$ cat config.mk
export PLATFORM = sky130hd
export DESIGN_NAME = key_combo_reset
export DESIGN_NICKNAME = d
export VERILOG_FILES = /design/src/rtl/kpr_pkg.sv /design/src/rtl/kpr_cfg_reg.sv /design/src/rtl/kpr_sync.sv /design/src/rtl/kpr_detect.sv /design/src/rtl/kpr_pulse.sv /design/src/rtl/key_combo_reset.sv
export SDC_FILE = /design/constraint.sdc
export NUM_CORES = 1
export LEC_CHECK = 0
export BUFFER_PORTS_ARGS = -buffer_cell sky130_fd_sc_hd__buf_4
export CORE_AREA = 5 5 53 55
export CTS_CLUSTER_SIZE = 25
export DETAILED_ROUTE_END_ITERATION = 10
export DIE_AREA = 0 0 58 60
export PLACE_DENSITY = 0.71
export SLEW_MARGIN = 20
export SYNTH_ARGS = -nofsm -noshare
export SYNTH_HDL_FRONTEND = slang
export SYNTH_HIERARCHICAL = 1
export SYNTH_SLANG_ARGS = --single-unit
$ cat constraint.sdc
create_clock -name clk -period 1.6 [get_ports clk]
set_input_delay 0.32 -clock clk [delete_from_list [all_inputs] [get_ports clk]]
set_output_delay 0.32 -clock clk [all_outputs]
set_load 0.1 [all_outputs]
$ cat src/rtl/kpr_pkg.sv
package kpr_pkg;

    localparam int KEY_COUNT = 4;

    typedef enum logic [1:0] {
        KSEL_OFF  = 2'd0,
        KSEL_TWO  = 2'd1,
        KSEL_THREE = 2'd2,
        KSEL_FOUR = 2'd3
    } ksel_e;

    typedef struct packed {
        logic match;
        logic fire;
    } det_s;

    // Keys that must be low for a given selection code: a prefix from key 0.
    function automatic logic [KEY_COUNT-1:0] sel_mask(input ksel_e code);
        logic [KEY_COUNT-1:0] m;
        m = '0;
        for (int i = 0; i < KEY_COUNT; i++) begin
            if (code != KSEL_OFF && i <= int'(code)) m[i] = 1'b1;
        end
        return m;
    endfunction

endpackage

$ cat src/rtl/kpr_cfg_reg.sv
module kpr_cfg_reg
    import kpr_pkg::*;
#(
    parameter int          ADDR_W     = 4,
    parameter int          DATA_W     = 8,
    parameter logic [ADDR_W-1:0] CFG_OFFSET = ADDR_W'(9)
) (
    input  logic              clk,
    input  logic              rst,
    input  logic              we,
    input  logic [ADDR_W-1:0] addr,
    input  logic [DATA_W-1:0] wdata,
    output logic [DATA_W-1:0] rdata,
    output ksel_e             code
);

    logic hit;
    logic wdata_unused;

    assign hit          = (addr == CFG_OFFSET);
    assign wdata_unused = ^wdata[DATA_W-1:2];

    always_ff @(posedge clk) begin
        if (rst) begin
            code <= KSEL_OFF;
        end else if (we && hit) begin
            code <= ksel_e'(wdata[1:0]);
        end
    end

    always_comb begin
        rdata = '0;
        if (hit) rdata[1:0] = code;
    end

endmodule

$ cat src/rtl/kpr_sync.sv
module kpr_sync #(
    parameter int WIDTH  = 4,
    parameter int STAGES = 2
) (
    input  logic             clk,
    input  logic             rst,
    input  logic [WIDTH-1:0] din,
    output logic [WIDTH-1:0] dout
);

    generate
        for (genvar b = 0; b < WIDTH; b++) begin : g_bit
            logic [STAGES-1:0] chain;
            always_ff @(posedge clk) begin
                if (rst) chain <= '1;
                else     chain <= {chain[STAGES-2:0], din[b]};
            end
            assign dout[b] = chain[STAGES-1];
        end
    endgenerate

endmodule

$ cat src/rtl/kpr_detect.sv
module kpr_detect
    import kpr_pkg::*;
#(
    parameter int HOLD_CYCLES = 8,
    localparam int CNT_W = $clog2(HOLD_CYCLES + 1)
) (
    input  logic                 clk,
    input  logic                 rst,
    input  ksel_e                code,
    input  logic [KEY_COUNT-1:0] keys_s,
    output det_s                 det,
    output logic [CNT_W-1:0]     hold_cnt
);

    localparam logic [CNT_W-1:0] LAST = CNT_W'(HOLD_CYCLES - 1);

    logic [KEY_COUNT-1:0] mask;
    logic                 armed;

    assign mask      = sel_mask(code);
    assign det.match = (mask != '0) && ((keys_s & mask) == '0);
    assign det.fire  = det.match && armed && (hold_cnt == LAST);

    always_ff @(posedge clk) begin
        if (rst) begin
            hold_cnt <= '0;
            armed    <= 1'b1;
        end else if (!det.match) begin
            hold_cnt <= '0;
            armed    <= 1'b1;
        end else if (armed) begin
            if (hold_cnt == LAST) begin
                hold_cnt <= '0;
                armed    <= 1'b0;
            end else begin
                hold_cnt <= hold_cnt + 1'b1;
            end
        end
    end

endmodule

$ cat src/rtl/kpr_pulse.sv
module kpr_pulse #(
    parameter int PULSE_LEN = 16,
    localparam int PC_W = $clog2(PULSE_LEN + 1)
) (
    input  logic clk,
    input  logic rst,
    input  logic fire,
    output logic req
);

    logic [PC_W-1:0] left;

    always_ff @(posedge clk) begin
        if (rst) begin
            left <= '0;
            req  <= 1'b0;
        end else if (fire) begin
            left <= PC_W'(PULSE_LEN - 1);
            req  <= 1'b1;
        end else if (left != '0) begin
            left <= left - 1'b1;
            req  <= 1'b1;
        end else begin
            req  <= 1'b0;
        end
    end

endmodule

$ cat src/rtl/key_combo_reset.sv
module key_combo_reset
    import kpr_pkg::*;
#(
    parameter int ADDR_W      = 4,
    parameter int DATA_W      = 8,
    parameter int HOLD_CYCLES = 8,
    parameter int PULSE_LEN   = 16,
    parameter int SYNC_STAGES = 2,
    localparam int CNT_W = $clog2(HOLD_CYCLES + 1)
) (
    input  logic              clk,
    input  logic              rst,
    input  logic              cfg_we,
    input  logic [ADDR_W-1:0] cfg_addr,
    input  logic [DATA_W-1:0] cfg_wdata,
    output logic [DATA_W-1:0] cfg_rdata,
    input  logic [3:0]        key_n,
    output logic              rst_req
);

    ksel_e                code;
    logic [1:0]           cfg_code_w;
    logic [KEY_COUNT-1:0] keys_s;
    det_s                 det;
    logic [CNT_W-1:0]     hold_cnt_w;

    assign cfg_code_w = code;

    kpr_cfg_reg #(.ADDR_W(ADDR_W), .DATA_W(DATA_W), .CFG_OFFSET(ADDR_W'(9))) u_cfg (
        .clk(clk), .rst(rst), .we(cfg_we), .addr(cfg_addr),
        .wdata(cfg_wdata), .rdata(cfg_rdata), .code(code)
    );

    kpr_sync #(.WIDTH(KEY_COUNT), .STAGES(SYNC_STAGES)) u_sync (
        .clk(clk), .rst(rst), .din(key_n), .dout(keys_s)
    );

    kpr_detect #(.HOLD_CYCLES(HOLD_CYCLES)) u_det (
        .clk(clk), .rst(rst), .code(code), .keys_s(keys_s),
        .det(det), .hold_cnt(hold_cnt_w)
    );

    kpr_pulse #(.PULSE_LEN(PULSE_LEN)) u_pulse (
        .clk(clk), .rst(rst), .fire(det.fire), .req(rst_req)
    );

endmodule

# Word-level counts from Yosys, hierarchy flattened
# Index checks and enable logic that the tools add are counted.
# W data, S select, Z words.
word_totals:
  wordCells: 45
  ff_bits: 21
  output_inout_bits: 9
op_classes:
  reduce_logical: 14
  n_eq_ne: 2
  magnitude_cmp: 3
  add_sub_neg: 2
  n_bitwise: 2
  mux: 12
op_table:
  columns: ["op", "n"]
  rows:
  - ["$mux W4", 3]
  - ["$mux W1", 8]
  - ["$logic_and A1 B1 Y1", 7]
  - ["$reduce_bool A5 Y1", 1]
  - ["$sub A5 B1 Y5 const B", 1]
  - ["$add A4 B1 Y4 const B", 1]
  - ["$and A4 B4 Y4", 1]
  - ["$eq A4 B3 Y1 const B", 1]
  - ["$eq A4 B4 Y1 const B", 1]
  - ["$le A2 B2 Y1 const A", 2]
  - ["$logic_not A4 Y1", 1]
  - ["$reduce_bool A2 Y1", 2]
  - ["$reduce_bool A4 Y1", 1]
  - ["$reduce_or A2 Y1", 2]
  - ["$le A1 B2 Y1 const A", 1]
  - ["$mux W2", 1]
  - ["$not A1 Y1", 1]

# Depth between registers and ports, before layout
# Gate-level depths: netlist (run 1).
depth:
  ltp_word: 9
  ltp_mapped: 6

# Modules after synthesis
# The synthesis (run 1) kept the hierarchy.
by_module_without_submodules:
  columns: ["module", "seq_area_each_um2", "area_per_inst_um2", "cells_each", "n_inst"]
  rows:
  - ["kpr_pulse", 120.1, 290.3, 28, 1]
  - ["kpr_detect", 100.1, 271.5, 27, 1]
  - ["kpr_sync", 160.2, 240.2, 20, 1]
  - ["kpr_cfg_reg", 40.0, 176.4, 19, 1]

# Worst setup path after synthesis (run 1)
# Ideal clock, no wire load.
synth_path:
  path_type: "flip-flop to flip-flop"
  startpoint: "register u_sync.g_bit[3].chain[1]"
  endpoint: "register u_pulse.left[3]"
  setup_slack_ns: -0.037
  required_time_ns: 1.509
  n_path_buf: 1
  setup_ns: 0.091
  arrival_ns: 1.546
  path_stages_with_launch: 7
  cell_sequence: "dfxtp_1 > buf_4 > a21oi_1 > mux2i_1 > nor4_1 > inv_1 > a311oi_1"
synth_rtl:
  columns: ["item", "line_no", "source"]
  rows:
  - ["from (decl)", "kpr_sync.sv:13", "logic [STAGES-1:0] chain;"]
  - ["from (signal assigned)", "kpr_sync.sv:16", "else chain <= {chain[STAGES-2:0], din[b]};"]
  - ["to (signal assigned)", "kpr_pulse.sv:18", "left <= PC_W'(PULSE_LEN - 1);"]
  - ["to (signal assigned)", "kpr_pulse.sv:21", "left <= left - 1'b1;"]
  - ["to (decl)", "kpr_pulse.sv:11", "logic [PC_W-1:0] left;"]

# Worst setup path after layout (run 1)
layout_path:
  startpoint: "input cfg_addr[2]"
  endpoint: "output cfg_rdata[0]"
layout_via:
  elab_chain_len: 2
layout_lines:
  columns: ["item", "line_no", "source"]
  rows:
  - ["from (decl)", "key_combo_reset.sv:14", "input logic [ADDR_W-1:0] cfg_addr,"]
  - ["$eq A4 B4 Y1", "kpr_cfg_reg.sv:20", "assign hit = (addr == CFG_OFFSET);"]
  - ["$mux W2", "kpr_cfg_reg.sv:33", "if (hit) rdata[1:0] = code;"]
  - ["to (decl)", "key_combo_reset.sv:16", "output logic [DATA_W-1:0] cfg_rdata,"]
# No other way between the ends.

==> results of run 1 <==
==> sequential cells by signal, indices dropped and copies added, names as in the netlist <==
register,count
u_sync/g_bit.chain,8
u_pulse/req,1
u_cfg/code,2
u_det/armed,1
u_pulse/left,5
u_det/hold_cnt,4
==> cell type report <==
type	instances	share of cell area (%)
Inverter	3	0.980
Sequential cell	21	36.6
Clock buffer	4	2.29
Timing Repair Buffer	21	13.7
Tap cell	30	3.27
Multi-Input combinational cell	63	43.1
==> worst max-delay path: stages <==
cell and delay, ps:
buf_4 100, and4bb_4 340, and2_2 140, buf_4 280
==> timing repair <==
action / CTS / global route
resized for setup: 0 / 2
setup endpoints to repair: 0 / 1
hold endpoints to repair: 0 / 0
==> through the flow <==
stage / utilization (%) / hold slack [ps] / std cells / power, µW / instance area, µm²
finish: 49.0 / 194 / 142 / 1500 / 1150
global route: 49.0 / 191 / 142 / 1590 / 1150
global placement: 47.4 / 385 / 138 / 1250 / 1110
floorplan: - / 383 / 98 / 1170 / 998
CTS: 48.6 / 187 / 142 / 1510 / 1140
detailed placement: 47.4 / 392 / 138 / 1260 / 1110
==> worst paths after layout <==
| check | to | slack [ps] | cells after the start |
|---|---|---|---|
| worst min-delay path | u_sync/g_bit[0].chain[0] | 190 | 2 |
| worst max register to register | u_pulse/left[3] | 160 | 6 |
| worst max-delay path | cfg_rdata[0] | 90 | 4 |
| worst min register to register | u_sync/g_bit[1].chain[1] | 410 | 1 |
==> metal layers <==
layer,global-route usage (%),share of wire (%),up-vias
li1,-,-,350
met1,11.8,45,331
met2,16.1,51,11
met3,2.59,3.9,0
met4,3.97,0,0
met5,0,0,-
==> report_power, final <==
part	switching, µW	total, µW	internal (µW)
clock	146	243	96.9
sequential	80.3	686	606
combinational	323	569	246
total	549	1500	949
==> cells in the final DEF (no fill, tap or decap), types with 2 or more instances in the layout <==
cell type / count
or2_1: 8
buf_4: 21
ha_1: 2
dfxtp_1: 21
and2_2: 2
nand3b_1: 2
nor3_1: 4
a21oi_1: 3
o21ai_2: 2
inv_1: 3
nand2_1: 2
conb_1: 6
nor3b_1: 2
mux2i_1: 3
nand4b_1: 3
nand2b_1: 5
a311oi_1: 2
a211oi_1: 2
clkbuf_4: 3
==> summary.md, run 1 <==
| Metric | Value |
|---|---|
| Dpl ws | `87.7 ps` |
| Via/cell ratio | `4.87` |
| First-pass GRT wire length | `approximately 2.6 mm` |
| Clk root buf | `clkbuf_4` |
| TritonCTS buffer count | `3` |
| Clk slew on worst S/H paths | `110 ps` |
| Layout cells sized above 1 | `32.1%` |
| Status | `completed` |
| Final worst path period need | `1510 ps` |
| Gpl congestion | `0.813` |
| Clock Latency Late Sink | `roughly 300 ps` |
| Endpoints failing hold | `0` |
| CTS Hold Buffers Added | `0` |
| Clk_skew | `roughly 12 ps` |
| Chip Width | `58 µm` |
| Via count | `692` |
| Hpwl dp | `1.17 mm` |
| Site Rows | `18` |
| DRC viols | `0` |
| Synth-to-Final Area Change | `18.0%` |
| Leak Pwr | `0.000481 µW` |
| H-tree levels | `1` |
| Fin nets | `135` |
| MaxCap Viol Count | `0` |
| WL final | `1.51 mm` |
| P per Cell Area | `1300 nW/µm²` |
| Initial antenna violation count | `0` |
| VDD IR max | `1080 µV` |
| Final TNS setup | `0 ps` |
| Pins Over Slew Limit | `0` |
| RSZ-0062 raised after global routing | `false` |
| Hold Path Class | `in -> reg` |
| I/O Pins | `28` |
| Diode count | `0` |
| Worst setup margin | `90.7 ps` |
| Pre-antenna DRT Iters | `4` |
| Number of setup buffers added after CTS | `0` |
| Critical path type | `in -> out` |
| CP Launch Point | `cfg_addr[2]` |
| Sink Count | `21` |
| Fmax | `around 0.66 GHz` |
| Seq. cell area | `around 420 µm²` |
| Cell Area, Synth | `973 µm²` |
| Total global-route track usage | `9.68%` |
| Clk buf depth | `2` |
| Core box area | `roughly 2300 µm²` |
| Worst r2r src | `u_det/hold_cnt[0]` |
| Multi-input logic area | `between 400 and 500 µm²` |
| CP Max Fanout | `5` |
| Routed len/inst | `10.6 µm` |
| Critical path launch point type | `primary input` |
| Grt total ovfl | `0` |
| Synth Warn # | `6` |
| Die H | `60 µm` |
| Initial DRC count | `4` |
| Initial core utilization | `41.6%` |
| Worst EP arrival | `1190 ps` |
| Largest net degree at the start of global routing | `20` |
| Min-delay src | `key_n[0]` |
| Syn Area/Cell | `10.5 µm²` |
| Filler cells | `235` |
| CTS tree | `yes` |
| Mapped Cells | `93` |
| Vias in the first global route | `between 600 and 700` |
| Critical Path RT | `1280 ps` |
| Buffers on Ports | `15` |
| Crit. End Element | `output port` |
| Post-route antenna net violation count | `0` |
| Die ar. | `3480 µm²` |
| Final setup viols | `0` |
| Crit share post-route | `94.3%` |
No activity file was read; power rests on OpenSTA's default activity.
==> run 2, diff against run 1 <==
ABC_AREA = 1   (was unset)
CORE_AREA = 5 5 55 57   (was 5 5 53 55)
CTS_CLUSTER_SIZE = 30   (was 25)
DIE_AREA = 0 0 60 62   (was 0 0 58 60)
==> summary.md, run 2 <==
| Metric | Value |
|---|---|
| Die ar. | `3720 µm² (+6.9%)` |
| Cell Area, Synth | `1070 µm² (+9.6%)` |
| Top cell type's share of synthesized area | `39.4%` |
| Layout cells sized above 1 | `25.0% (-7.1 points)` |
| Syn Area/Cell | `7.31 µm² (-30%)` |
| Worst r2r src | `u_cfg/code[0]` |
| MaxCap Viol Count | `0 (unchanged)` |
| Via count | `846 (+22%)` |
| Hold Path Class | `in -> reg` |
| Synth cell count leaders | `nand2_1 (35), inv_1 (29), dfxtp_1 (21)` |
| Placed cell area | `1170 µm² (+5.0%)` |
| VDD IR max | `800 µV (-26%)` |
| Initial DRC count | `38 (+34)` |
| Fmax | `0.676 GHz (+2.0%)` |
| Largest net degree at the start of global routing | `12 (-40%)` |
| Yosys reg bits | `21` |
| Hold slack final | `190 ps (-3.62 ps)` |
| Flip-flop count of the largest register after layout | `8 (unchanged)` |
| Die H | `62 µm (+3.3%)` |
| Clk buf depth | `2 (unchanged)` |
| First-pass GRT wire length | `3.18 mm (+21%)` |
| Pre-antenna DRT Iters | `4 (unchanged)` |
| R2R cell count | `10 (+4)` |
| Chip Width | `60 µm (+3.4%)` |
| Post-route antenna net violation count | `0 (unchanged)` |
| Dpl ws | `169 ps (+80.8 ps)` |
| Total global-route track usage | `11.8% (+2.1 points)` |
| H-tree levels | `1 (unchanged)` |
| Buf/Inv on CP | `2 (unchanged)` |
| Number of setup buffers added after CTS | `0 (unchanged)` |
| Most frequent cell after synthesis | `nand2_1` |
| Met3 WL | `168 µm (+190%)` |
| Register bank with the most flops | `u_sync/g_bit.chain` |
| Worst setup path endpoint | `cfg_rdata[1]` |
| Resized cells post-CTS | `0 (unchanged)` |
| Critical path type | `reg -> out` |
| Final setup viols | `0 (unchanged)` |
| Clock Latency Late Sink | `300 ps (about the same)` |
| Fin nets | `183 (+36%)` |
| Via/cell ratio | `4.45 (-8.6%)` |
| Area leader, netlist | `dfxtp_1` |
| Mapped Cells | `146 (+57%)` |
| DRC viols | `0 (unchanged)` |
| Synth-to-Final Area Change | `11.7%` |
| Slowest CP cell | `dfxtp_1` |
| Pins Over Slew Limit | `0 (unchanged)` |
| Inst Count DP | `186 (+35%)` |
| Synth top area cells | `dfxtp_1 (39%), nand2_1 (12%), inv_1 (10%)` |
| Filler cells | `247 (+5.1%)` |
| Uppermost layer routed | `met4` |
| Critical Path RT | `1280 ps (about the same)` |
| Initial core utilization | `43.9% (+2.3 points)` |
| Routed len/inst | `9.41 µm (-11%)` |
| R2r setup slk | `250 ps (+90 ps)` |
| Leak Pwr | `0.000613 µW (+27%)` |
| Finished Cell Area | `1190 µm² (+3.8%)` |
| Buffers on Ports | `15 (unchanged)` |
| CP Launch Point | `u_cfg/code[1]` |
| Final worst path period need | `1480 ps (-29.0 ps)` |
| Worst reg2reg path endpoint | `u_pulse/left[0]` |
| Grt total ovfl | `0 (unchanged)` |
| Gpl congestion | `0.776 (-4.6%)` |
| Met2 WL | `819 µm (+7.1%)` |
| Core box area | `2430 µm² (+3.8%)` |
| Post-synth top flop | `dfxtp_1` |
| Biggest regs | `u_sync/g_bit.chain x8, u_pulse/left x5, u_det/hold_cnt x4` |
| Clk root buf | `clkbuf_4` |
| Critical Path Stages | `3 (-1)` |
| Ys async rst share | `0%` |
| Hpwl dp | `1.41 mm (+21%)` |
| WL final | `1.79 mm (+19%)` |
| Synth Warn # | `6 (unchanged)` |
| Vias in the first global route | `818 (+30%)` |
| Sink Count | `21 (unchanged)` |
| Crit. End Element | `output port` |
| Slowest Stage Delay on Critical Path | `390 ps (+50 ps)` |
| Status | `completed` |
| Most frequent cells in the layout | `nand2_1 (35), inv_1 (29), dfxtp_1 (21)` |
| Worst setup margin | `120 ps (+29.0 ps)` |
| Met1 wire length | `748 µm (+9.8%)` |
| Diode count | `0 (unchanged)` |
| Initial antenna violation count | `0 (unchanged)` |
| CTS tree | `yes` |
| I/O Pins | `28 (unchanged)` |
| TritonCTS buffer count | `3 (unchanged)` |
| Worst EP arrival | `1160 ps (-30 ps)` |
| CP top delay family | `flip-flops` |
| P per Cell Area | `1190 nW/µm² (-8.6%)` |
| Clk_skew | `1.99 ps (-9.55 ps)` |
| Crit share post-route | `92.5% (-1.8 points)` |
| CTS Hold Buffers Added | `0 (unchanged)` |
| Clk slew on worst S/H paths | `110 ps (about the same)` |
| Critical path launch point type | `flop` |
| Count of flip-flops with a built-in enable after synthesis | `0` |
| Site Rows | `18 (unchanged)` |
| Library cells used by synthesis | `22` |
| RSZ-0062 raised after global routing | `false` |
| Finished Layout Cells | `190 (+34%)` |
| CP Max Fanout | `3 (-2)` |
| Commonest non-fill, non-tap cell in the layout | `nand2_1` |
| Crit-path cells | `inv_1 > nor2_2 > buf_4` |
| Sequential area share after synthesis | `39.4%` |
| Endpoints failing hold | `0 (unchanged)` |
## run 2: per-layer routing
metal  global-route usage [%]  vias up
li1                         -      451
met1                     12.2      362
met4                     8.23        0
met2                     20.5       26
met5                        0        -
met3                     3.31        7
## run 2: how the worst min path moves through the flow
stage                                          end                      from  cells after the start  slack, ps
after CTS                 u_sync/g_bit[0].chain[0]                  key_n[0]                      3        180
after global placement    u_sync/g_bit[1].chain[1]  u_sync/g_bit[1].chain[0]                      2        390
after global routing      u_sync/g_bit[3].chain[0]                  key_n[3]                      3        170
after floorplan           u_sync/g_bit[0].chain[1]  u_sync/g_bit[0].chain[0]                      2        390
after detailed placement  u_sync/g_bit[3].chain[1]  u_sync/g_bit[3].chain[0]                      2        390
final                     u_sync/g_bit[0].chain[0]                  key_n[0]                      3        190
## run 2: final cells by class
class	instances	area [µm²]	share of cell area, %
multi-input combinational	88	475	39.9
sequential	21	420	35.3
inverter	32	120	10.1
timing repair buffer	15	113	9.44
tap	30	37.5	3.15
clock buffer	4	26.3	2.20
## run 2: cells by family (layout without fill, tap and decap cells)
kind of cell	after synthesis	after routing	synth area share [%]
AND/OR/NAND/NOR	67	67	31.4
buffers and inverters	42	51	18.3
adder cells (fa/ha/maj)	3	3	3.52
AO/OA/AOI/OAI	11	11	6.21
XOR/XNOR	1	1	0.821
other	1	6	0.351
flip-flops	21	21	39.4
## run 2: worst min-delay path, stage by stage
cell and delay, ps:
buf_4 80, inv_1 30, nand2_1 40
## run 2: power by group
group / internal, µW / switching [µW] / leakage, µW
clock: 97.1 / 151 / 0.0000150
sequential: 591 / 40.1 / 0.000173
combinational: 164 / 378 / 0.000425
total: 852 / 570 / 0.000613
## run 2: through the flow
step           TNS [ps]  total power, µW  util, %
2_1_floorplan      -187             1090        -
3_3_place_gp          0             1160     47.9
3_5_place_dp          0             1190     47.9
4_1_cts               0             1440     49.0
5_1_grt               0             1530     49.0
6_report              0             1420     49.0
